### src/rtl/mq_pkg.sv
package mq_pkg;
  localparam int DW = 36;

  typedef struct packed {
    logic          sop;
    logic          eop;
    logic [DW-1:0] data;
  } mq_word_t;
endpackage

### src/rtl/mq_queue_state.sv
module mq_queue_state #(
  parameter int DEPTH = 8,
  parameter int AW    = $clog2(DEPTH),
  parameter int CW    = $clog2(DEPTH + 1)
) (
  input  logic          clk,
  input  logic          rst_n,
  input  logic          clr,
  input  logic          push,
  input  logic          push_eop,
  input  logic          pop,
  input  logic          pop_eop,
  output logic [AW-1:0] wptr,
  output logic [AW-1:0] rptr,
  output logic [CW-1:0] count,
  output logic [CW-1:0] pkts,
  output logic          full,
  output logic          empty
);
  function automatic logic [AW-1:0] bump(input logic [AW-1:0] p);
    return (p == AW'(DEPTH - 1)) ? '0 : p + 1'b1;
  endfunction

  assign full  = (count == CW'(DEPTH));
  assign empty = (count == '0);

  always_ff @(posedge clk or negedge rst_n) begin
    if (!rst_n) begin
      wptr  <= '0;
      rptr  <= '0;
      count <= '0;
      pkts  <= '0;
    end else if (clr) begin
      wptr  <= '0;
      rptr  <= '0;
      count <= '0;
      pkts  <= '0;
    end else begin
      if (push) wptr <= bump(wptr);
      if (pop)  rptr <= bump(rptr);
      count <= count + CW'(push) - CW'(pop);
      pkts  <= pkts + CW'(push && push_eop) - CW'(pop && pop_eop);
    end
  end

  // no push into a full queue, no pop from an empty one
  p_no_overflow_r3: assert property (@(posedge clk) disable iff (!rst_n)
    push |-> !full);
  p_no_underflow_r3: assert property (@(posedge clk) disable iff (!rst_n)
    pop |-> !empty);
  // a partial reset leaves the queue empty with no packets
  p_clr_empties_r8: assert property (@(posedge clk) disable iff (!rst_n)
    clr |=> (count == '0 && pkts == '0));
  // complete packets never outnumber stored words
  p_pkts_bounded_r5: assert property (@(posedge clk) disable iff (!rst_n)
    pkts <= count);
endmodule

### src/rtl/mq_wsel.sv
module mq_wsel #(
  parameter int NQ = 4,
  parameter int QW = $clog2(NQ)
) (
  input  logic          clk,
  input  logic          rst_n,
  input  logic          pkt_mode,
  input  logic [QW-1:0] wr_qsel,
  input  logic          wr_fire,
  input  logic          wr_sop,
  input  logic          wr_eop,
  input  logic          clr_wq,
  output logic [QW-1:0] wr_cur,
  output logic          sw_err
);
  logic in_pkt;
  logic blocked;

  assign blocked = pkt_mode && in_pkt && (wr_qsel != wr_cur);

  always_ff @(posedge clk or negedge rst_n) begin
    if (!rst_n) begin
      wr_cur <= '0;
      sw_err <= 1'b0;
      in_pkt <= 1'b0;
    end else begin
      sw_err <= blocked;
      if (!blocked) wr_cur <= wr_qsel;
      if (clr_wq)                 in_pkt <= 1'b0;
      else if (wr_fire && wr_eop) in_pkt <= 1'b0;
      else if (wr_fire && wr_sop) in_pkt <= 1'b1;
    end
  end

  // the write queue stays put while a packet is open in packet mode
  p_no_switch_midpkt_r7: assert property (@(posedge clk) disable iff (!rst_n)
    (pkt_mode && in_pkt) |=> (wr_cur == $past(wr_cur)));
  // an error pulse always pairs with an unchanged queue
  p_err_keeps_queue_r7: assert property (@(posedge clk) disable iff (!rst_n)
    sw_err |-> $stable(wr_cur));
endmodule

### src/rtl/mq_store.sv
module mq_store #(
  parameter int NQ    = 4,
  parameter int DEPTH = 8,
  parameter int LW    = $clog2(NQ * DEPTH)
) (
  input  logic             clk,
  input  logic             we,
  input  logic [LW-1:0]    waddr,
  input  mq_pkg::mq_word_t wdata,
  input  logic [LW-1:0]    raddr,
  output mq_pkg::mq_word_t rdata
);
  localparam int N = NQ * DEPTH;

  mq_pkg::mq_word_t mem [N];

  always_ff @(posedge clk) begin
    if (we) mem[waddr] <= wdata;
  end

  assign rdata = mem[raddr];
endmodule

### src/rtl/mq_pkt_fifo.sv
module mq_pkt_fifo #(
  parameter int NQ       = 4,
  parameter int DEPTH    = 8,
  parameter int AE_LEVEL = 2,
  parameter int QW       = $clog2(NQ)
) (
  input  logic                  clk,
  input  logic                  rst_n,
  input  logic                  cfg_pkt,
  input  logic                  cfg_in36,
  input  logic                  cfg_out36,
  input  logic                  prs_n,
  input  logic [QW-1:0]         wr_qsel,
  input  logic                  s_valid,
  output logic                  s_ready,
  input  logic [mq_pkg::DW-1:0] s_data,
  input  logic                  s_sop,
  input  logic                  s_eop,
  input  logic [QW-1:0]         rd_qsel,
  output logic                  m_valid,
  input  logic                  m_ready,
  output logic [mq_pkg::DW-1:0] m_data,
  output logic                  m_sop,
  output logic                  m_eop,
  output logic                  flag_ae_n,
  output logic                  pr_n,
  output logic [NQ-1:0]         flag_bus_n,
  output logic                  sw_err
);
  localparam int AW = $clog2(DEPTH);
  localparam int CW = $clog2(DEPTH + 1);
  localparam int LW = $clog2(NQ * DEPTH);

  logic          pkt_mode;
  logic [QW-1:0] rd_cur;
  logic [QW-1:0] wr_cur;
  logic          clr_any;
  logic          wr_fire;
  logic          rd_fire;

  logic [AW-1:0] wptr  [NQ];
  logic [AW-1:0] rptr  [NQ];
  logic [CW-1:0] count [NQ];
  logic [CW-1:0] pkts  [NQ];
  logic [NQ-1:0] full;
  logic [NQ-1:0] empty;

  mq_pkg::mq_word_t wword;
  mq_pkg::mq_word_t rword;

  // Mode is captured on every edge while reset is held.
  always_ff @(posedge clk) begin
    if (!rst_n) pkt_mode <= cfg_pkt & cfg_in36 & cfg_out36;
  end

  always_ff @(posedge clk or negedge rst_n) begin
    if (!rst_n) rd_cur <= '0;
    else        rd_cur <= rd_qsel;
  end

  assign clr_any = !prs_n && (wr_cur == rd_cur);
  assign s_ready = !full[wr_cur];
  assign m_valid = !empty[rd_cur];
  assign wr_fire = s_valid && s_ready && !clr_any;
  assign rd_fire = m_valid && m_ready && !clr_any;

  mq_wsel #(.NQ(NQ), .QW(QW)) u_wsel (
    .clk(clk), .rst_n(rst_n), .pkt_mode(pkt_mode), .wr_qsel(wr_qsel),
    .wr_fire(wr_fire), .wr_sop(s_sop), .wr_eop(s_eop), .clr_wq(clr_any),
    .wr_cur(wr_cur), .sw_err(sw_err)
  );

  for (genvar q = 0; q < NQ; q++) begin : g_q
    mq_queue_state #(.DEPTH(DEPTH), .AW(AW), .CW(CW)) u_st (
      .clk(clk), .rst_n(rst_n),
      .clr(clr_any && (wr_cur == QW'(q))),
      .push(wr_fire && (wr_cur == QW'(q))), .push_eop(s_eop),
      .pop(rd_fire && (rd_cur == QW'(q))), .pop_eop(rword.eop),
      .wptr(wptr[q]), .rptr(rptr[q]), .count(count[q]), .pkts(pkts[q]),
      .full(full[q]), .empty(empty[q])
    );
    assign flag_bus_n[q] = pkt_mode ? (pkts[q] == '0)
                                    : (count[q] > CW'(AE_LEVEL));
  end

  assign wword = '{sop: s_sop, eop: s_eop, data: s_data};

  mq_store #(.NQ(NQ), .DEPTH(DEPTH), .LW(LW)) u_store (
    .clk(clk), .we(wr_fire),
    .waddr(LW'(wr_cur) * LW'(DEPTH) + LW'(wptr[wr_cur])),
    .wdata(wword),
    .raddr(LW'(rd_cur) * LW'(DEPTH) + LW'(rptr[rd_cur])),
    .rdata(rword)
  );

  assign m_data    = rword.data;
  assign m_sop     = rword.sop;
  assign m_eop     = rword.eop;
  assign flag_ae_n = flag_bus_n[rd_cur];
  assign pr_n      = pkt_mode ? flag_bus_n[rd_cur] : 1'b1;

  // the mode never moves once reset is released
  p_mode_hold_r4: assert property (@(posedge clk) disable iff (!rst_n)
    $past(rst_n) |-> $stable(pkt_mode));
  // the packet-ready output stays idle outside packet mode
  p_pr_idle_r6: assert property (@(posedge clk) disable iff (!rst_n)
    !pkt_mode |-> pr_n);
  // a ready packet implies a word to read
  p_ready_has_data_r5: assert property (@(posedge clk) disable iff (!rst_n)
    !pr_n |-> m_valid);
endmodule

### config.mk
export PLATFORM = sky130hd
export DESIGN_NAME = mq_pkt_fifo
export DESIGN_NICKNAME = d
export VERILOG_FILES = /design/src/rtl/mq_pkg.sv /design/src/rtl/mq_queue_state.sv /design/src/rtl/mq_wsel.sv /design/src/rtl/mq_store.sv /design/src/rtl/mq_pkt_fifo.sv
export SDC_FILE = /design/constraint.sdc
export NUM_CORES = 2
export LEC_CHECK = 0
export BUFFER_PORTS_ARGS = -buffer_cell sky130_fd_sc_hd__buf_2
export CAP_MARGIN = 20
export CORE_ASPECT_RATIO = 1.1
export CORE_MARGIN = 10
export CORE_UTILIZATION = 30
export CTS_CLUSTER_SIZE = 10
export DETAILED_ROUTE_END_ITERATION = 7
export MAX_ROUTING_LAYER = met4
export SETUP_SLACK_MARGIN = 0.3
export SLEW_MARGIN = 25
export SYNTH_ARGS = -nofsm -noshare
export SYNTH_HDL_FRONTEND = slang
export SYNTH_HIERARCHICAL = 1
export SYNTH_SLANG_ARGS = --single-unit
### constraint.sdc
create_clock -name clk -period 4.4 [get_ports clk]
set_input_delay 0.88 -clock clk [delete_from_list [all_inputs] [get_ports clk]]
set_output_delay 0.88 -clock clk [all_outputs]
set_load 0.02 [all_outputs]
* Yosys cells after proc, flatten, opt, wreduce, memory -nomap -nowiden
Memories as Yosys holds them, arrays and structs flattened.
Index checks and enable logic that the tools add are counted.
** Operators by class
- Eq/ne operators :: 20
- Muxes and demuxes :: 54
- $lt $le $gt $ge :: 8
- Bitwise operators :: 4
- Reduce and logical (&&, ||, !) cells :: 52
- $add $sub $neg :: 26
** Operators by type and width (count)
- 3-bit 2-to-1 mux :: 28
- 4-bit by 1-bit adder with 4-bit output :: 8
- 4-bit zero test :: 8
- 4-bit 2-to-1 mux :: 8
- 4-bit by 1-bit subtractor with 4-bit output :: 8
- 1-bit logical AND :: 29
- 3-bit by 1-bit adder with 3-bit output, second input constant :: 8
- 3-bit == test, second input constant :: 8
- 4-bit == test, second input constant :: 4
- 4-bit by 2-bit > comparator with 1-bit output, second input constant :: 4
- 2-bit nonzero test :: 8
- 1-bit 2-to-1 mux :: 13
- 3-bit binary-select mux with 2-bit select :: 2
- 5-bit by 3-bit adder with 5-bit output :: 2
- 2-bit == test, second input constant :: 4
- 1-bit binary-select mux with 2-bit select :: 3
- 3-bit greater-or-equal comparator, second input constant :: 2
- 2-bit by 3-bit less-than comparator with 1-bit output, second input constant :: 2
- 2-bit inverter with 3-bit output :: 2
- 2-bit by 1-bit == test with 1-bit output, second input constant :: 2
- 1-bit zero test :: 4
- 2-bit zero test :: 2
- 3-bit nonzero test :: 1
- 1-bit AND :: 2
- 2 further kinds :: 2
** Storage, ports and cells
- Memories :: 1
- RAM bits :: 1216
- Output and inout port bits :: 47
- Input port bits :: 50
- Register bits :: 63
** Memory list
- u_store.mem :: depth 32, bits a word 38, rd ports 1, clocked after memory_dff 0, write ports 1, line mq_store.sv:15 : mq_pkg::mq_word_t mem [N];

* Longest topological paths before layout
- Depth in word-level cells :: 11
- Gate-level depth with buffers :: 17

* Hierarchy
The synthesis kept the hierarchy.
** By module, submodules not included
- mq_store :: sequential area each 36515.0 um^2, instances 1, cells an instance 2637, area an instance 47371.7 um^2
- mq_queue_state :: sequential area each 350.3 um^2, instances 4, cells an instance 81, area an instance 855.8 um^2
- mq_pkt_fifo :: sequential area each 80.1 um^2, instances 1, cells an instance 73, area an instance 673.1 um^2
- mq_wsel :: sequential area each 100.1 um^2, instances 1, cells an instance 12, area an instance 171.4 um^2

* Worst setup path before layout
OpenSTA, ideal clock, no wires.
- Kind :: register to register
- Start point :: reg g_q[3].u_st.count[2]
- End point :: mem u_store/mem[28][0] (netlist name) (enable)
- Path buffers :: 1
- Stages on the path, launching flop included :: 11
- Required time :: 3967 ps
- Setup slack :: 122 ps
- Library setup time :: 433 ps
- Clock period less this slack :: 4278 ps
- Arrival :: 3844 ps
- Cells stage by stage :: dfrtp_1 -> inv_1 -> ha_1 -> nor3b_1 -> mux4_2 -> inv_1 -> nand3_2 -> inv_1 -> or3b_2 -> clkbuf_1 -> nor2_1
** On the way
- Word-level cells in the longest chain between the ends :: 8
** Ends and longest elaborated chain
- start: declaration :: line mq_queue_state.sv:15 : output logic [CW-1:0] count,
- start signal: assignment :: line mq_queue_state.sv:41 : count <= count + CW'(push) - CW'(pop);
- 4-bit == test :: line mq_queue_state.sv:24 : assign full = (count == CW'(DEPTH));
- net full[3] :: line mq_pkt_fifo.sv:45 : logic [NQ-1:0] full;
- 1-bit binary-select mux with 2-bit select :: line mq_pkt_fifo.sv:62 : assign s_ready = !full[wr_cur];
- 1-bit 2-to-1 mux (not written as such) :: line mq_pkt_fifo.sv:62
- 1-bit zero test :: line mq_pkt_fifo.sv:62
- net s_ready :: line mq_pkt_fifo.sv:15 : output logic s_ready,
- 1-bit logical AND (2 in series) :: line mq_pkt_fifo.sv:64 : assign wr_fire = s_valid && s_ready && !clr_any;
- net wr_fire :: line mq_pkt_fifo.sv:38 : logic wr_fire;
- 1-bit 2-to-1 mux :: line mq_store.sv:18 : if (we) mem[waddr] <= wdata;
- 1-bit 2-to-1 mux (not written as such) :: line mq_store.sv:18
- end: declaration :: line mq_store.sv:15
The timed path passes the listed nets, and every way through them passes these cells. The select of a mux whose other input is x is not followed.

* Final worst setup path
- Start point :: reg g_q[0].u_st.rptr[0]
- End point :: out m_data[16] (netlist name)
** On the way
- Word-level cells in the longest chain between the ends :: 5
** Ends and longest elaborated chain
- start: declaration :: line mq_queue_state.sv:14 : output logic [AW-1:0] rptr,
- start signal: assignment :: line mq_queue_state.sv:40 : if (pop) rptr <= bump(rptr);
- 3-bit binary-select mux with 2-bit select :: line mq_pkt_fifo.sv:92 : .raddr(LW'(rd_cur) * LW'(DEPTH) + LW'(rptr[rd_cur])),
- 3-bit 2-to-1 mux (not written as such) (2 in series) :: line mq_pkt_fifo.sv:92
- 5-bit by 3-bit adder with 5-bit output :: line mq_pkt_fifo.sv:92
- memory 32 x 38 bit
- end: declaration :: line mq_pkt_fifo.sv:22 : output logic [mq_pkg::DW-1:0] m_data,
No other way between the ends. The select of a mux whose other input is x is not followed.

==> results.yml <==
run_status:
  status: "completed"
power_and_ir_drop:
  internal_power_uw: 26700
  vdd_drop_max_mv: 0.420
  power.net_switching_uw: 12500
  power_density_nw_per_um2: 625
  p_clk_share_pct: 27.6
  p_seq_share_pct: 36.9
  sw_frac_of_total_pct: 31.9
  power_leakage_uw: 0.0215
  p_comb_share_pct: 35.6
floorplanning:
  die_w_um: 416
  ioPinCount: 97
  rows: 159
  fp.dieH_um: 455
  core_um2: 171000
  die_area_um2: 189000
  initial_utilization_pct: 30.2
routing:
  routed_wl_um: 143000
  viasPerCell: 5.07
  drt_iter0_drc: 2451
  dr_total_vias: 28600
  wl_per_cell_um: 25.3
  drtAntennaViolNets: 0
  firstDrtPassIters: 5
  drc_errors: 0
sta:
  whs_ns: 0.200
  maxSlewViolCount: 0
  slew_headroom_pct: 31.0
  hold_viol_final: 0
  setup_viol: 0
  timing.fmax_mhz: 232
  post-route-period-util_pct: 97.9
  rsz0062_at_grt: "yes"
  period_needed_ns: 4.31
  tns_ns: 0
  worst_pin_slew_ns: 1.03
  setup_slack_ns: 0.0936
  finClkSkew_ns: 0.0480
worst_setup_path:
  cpMaxStageDelayCell: "mux4_4"
  crit_required_ns: 3.52
  cp_slowest_stage_delay_ns: 0.67
  crit_chain: "mux4_4, buf_6, buf_12, buf_16, mux2i_1, a22o_1, nor3_2, a31oi_1, buf_4, nand3_2, buf_4"
  rr_startpoint: "rd_cur[0]"
  critPathLaunch: "g_q[0].u_st/rptr[0]"
  criticalPathCategory: "reg2out"
  worst-path-max-fanout: 21
  worst_ep_arrival_time_ns: 3.43
  crit_family: "buffers and inverters"
  endpoint_kind: "output port"
  path_buf_inv: 5
  startpoint_type: "flop"
  crit_top_cell: "buf_4"
grt:
  grt_max_degree: 39
  grt_pass1_wl_um: 205000
  grt_pass1_vias: 28700
  grt_antenna_before_repair: 12
  grtUsageTotal_pct: 15.1
  overflow: 0
synth:
  yosysMostFrequentCell: "edfxtp_1"
  yosysSeqAreaShare_pct: 73.8
  synth_edf_count: 1217
  synth_cell_types: 55
  synth_area_leaders: "edfxtp_1, mux2i_1, dfrtp_1"
  yosysTopAreaCell: "edfxtp_1"
  synth_top_cell_area_share_pct: 70.8
  synth_top_flop_cell: "edfxtp_1"
  netlist_instances: 3046
  syn_nets: 3160
  synthTopCellsByCount: "edfxtp_1, mux2i_1, a21oi_1, nand3_1, nand2_1"
  synthesis.area_um2: 51600
  async_reset_ff_share_pct: 4.85
  ys_seq_elements: 1279
  synth-warning-count: 6
  avgSynthCellArea_um2: 17.0
final_layout:
  drive_gt1_share_pct: 19.2
  final_area_um2: 62700
  fin_util_pct: 36.7
  area_delta_synth_final_pct: 21.5
  fillCellCount: 15600
  finish.net_count: 3458
clock_network:
  cts_tree: "done"
  cts_root_buffer: "clkbuf_16"
  cts-htree-levels: 4
  cts_max_path_buffers: 3
  hold_buffers: 0
  clkSinkCount: 1279
  worst_skew_pair.late_latency_ns: 0.78
  cts_buffers: 148
  cts.clk_slew.worst_paths_ns: 0.06
placed_design:
  io_buffers: 96
  dpl-instance-area_um2: 55500
  pre_cts_slack_ns: 0.206
  dpl.hpwl_um: 71300
  gp_congestion: 0.733
worst_hold_path:
  hold_path_class: "in2async"
run:
  cap_violations: 0
cell usage in the layout (no fill, tap or decap), types with 5 or more instances in the layout:
master        n
a21oi_1     139
buf_4        95
a31oi_4       5
nor3_1       15
nor2_1       43
clkbuf_1     14
a22oi_1      99
nor2_4       33
nand2b_1      6
a22o_1       76
fa_1          8
a21oi_2       7
a31oi_1      17
clkbuf_16   156
buf_2        60
edfxtp_1   1217
inv_1        50
dfrtp_1      62
mux2i_2      10
nand3_2      30
buf_8         7
nor3b_1      12
nor3_2       25
ha_1         56
a31oi_2      16
nand3_1      99
nand2_1     124
buf_6        38
xnor2_1      14
a22oi_2      15
mux2i_1     609
buf_12       44
bufbuf_16    11
nand3b_1     10
buf_16       51
nor2b_1      17
repair_timing:
item | CTS | global route
endpoints found under the setup margin | 38 | 44
gates cloned | 43 | 5
setup buffers | 53 | 8
gates resized for setup | 239 | 46
pin swaps | 74 | 34
final timing paths:
check | to | slack [ns] | cells past startpoint
worst max register to register | g_q[1].u_st/pkts[2] | 0.36 | 18
worst max-delay path | m_data[16] | 0.09 | 11
max in group asynchronous | g_q[3].u_st/pkts[3] | 3.23 | 2
min in group clk | rd_cur[1] | 0.28 | 1
worst min-delay path | g_q[2].u_st/pkts[2] | 0.20 | 1
worst min register to register | g_q[0].u_st/wptr[1] | 0.55 | 2
cells by family (layout without fill, tap and decap cells):
kind of cell    after synthesis  after routing  share of synthesized area (%)
flops                      1279           1279                           73.8
mux                         631            631                           12.5
simple gates                451            451                           4.22
compound gates              391            391                           5.14
buf+inv                     214            546                           2.46
fa+ha+maj                    64             64                           1.67
xor+xnor                     16             16                          0.271
other cells                   0              4                              0
sequential cells by signal, indices dropped and copies added (netlist names):
name and flops:
rd_cur 2, g_q.u_st/wptr 12, u_wsel/wr_cur 2, u_wsel/sw_err 1, g_q.u_st/count 16, u_wsel/in_pkt 1, g_q.u_st/pkts 16, pkt_mode 1
u_store/mem 1216, g_q.u_st/rptr 12
stage by stage:
| step | cells | total power, µW |
|---|---|---|
| 5_1_grt | 5635 | 40900 |
| 6_report | 5636 | 39200 |
| 3_3_place_gp | 5339 | 24900 |
| 4_1_cts | 5619 | 39100 |
| 2_1_floorplan | 3046 | 22000 |
| 3_5_place_dp | 5339 | 25100 |
area by class of cell:
class / count / area (µm²) / area share [%]
diodes: 4 / 10.0 / 0.0160
clock buffers: 167 / 3860 / 6.15
clock inverters: 17 / 248 / 0.395
inverters: 51 / 196 / 0.313
multi-input cells: 1553 / 13200 / 21.0
flip-flops and latches: 1279 / 38100 / 60.7
well taps: 2254 / 2820 / 4.50
repair buffers: 311 / 4310 / 6.88
power by group through the flow:
| stage | Combinational [µW] | Sequential, µW | Clock [µW] |
|---|---|---|---|
| 3_5_place_dp | 10400 | 14700 | 0 |
| 4_1_cts | 13700 | 14500 | 11000 |
| 6_report | 13900 | 14500 | 10800 |
| 5_1_grt | 14800 | 14500 | 11500 |
| 3_3_place_gp | 10300 | 14700 | 0 |
| 2_1_floorplan | 7390 | 14600 | 0 |
routing by layer:
metal / global-route usage, % / part of all wire (%)
met3: 2.64 / 6.2
met4: 4.39 / 2.4
met1: 18.9 / 42
met2: 25.1 / 50
met5: - / 0
Power figures use the tool's default switching activity.
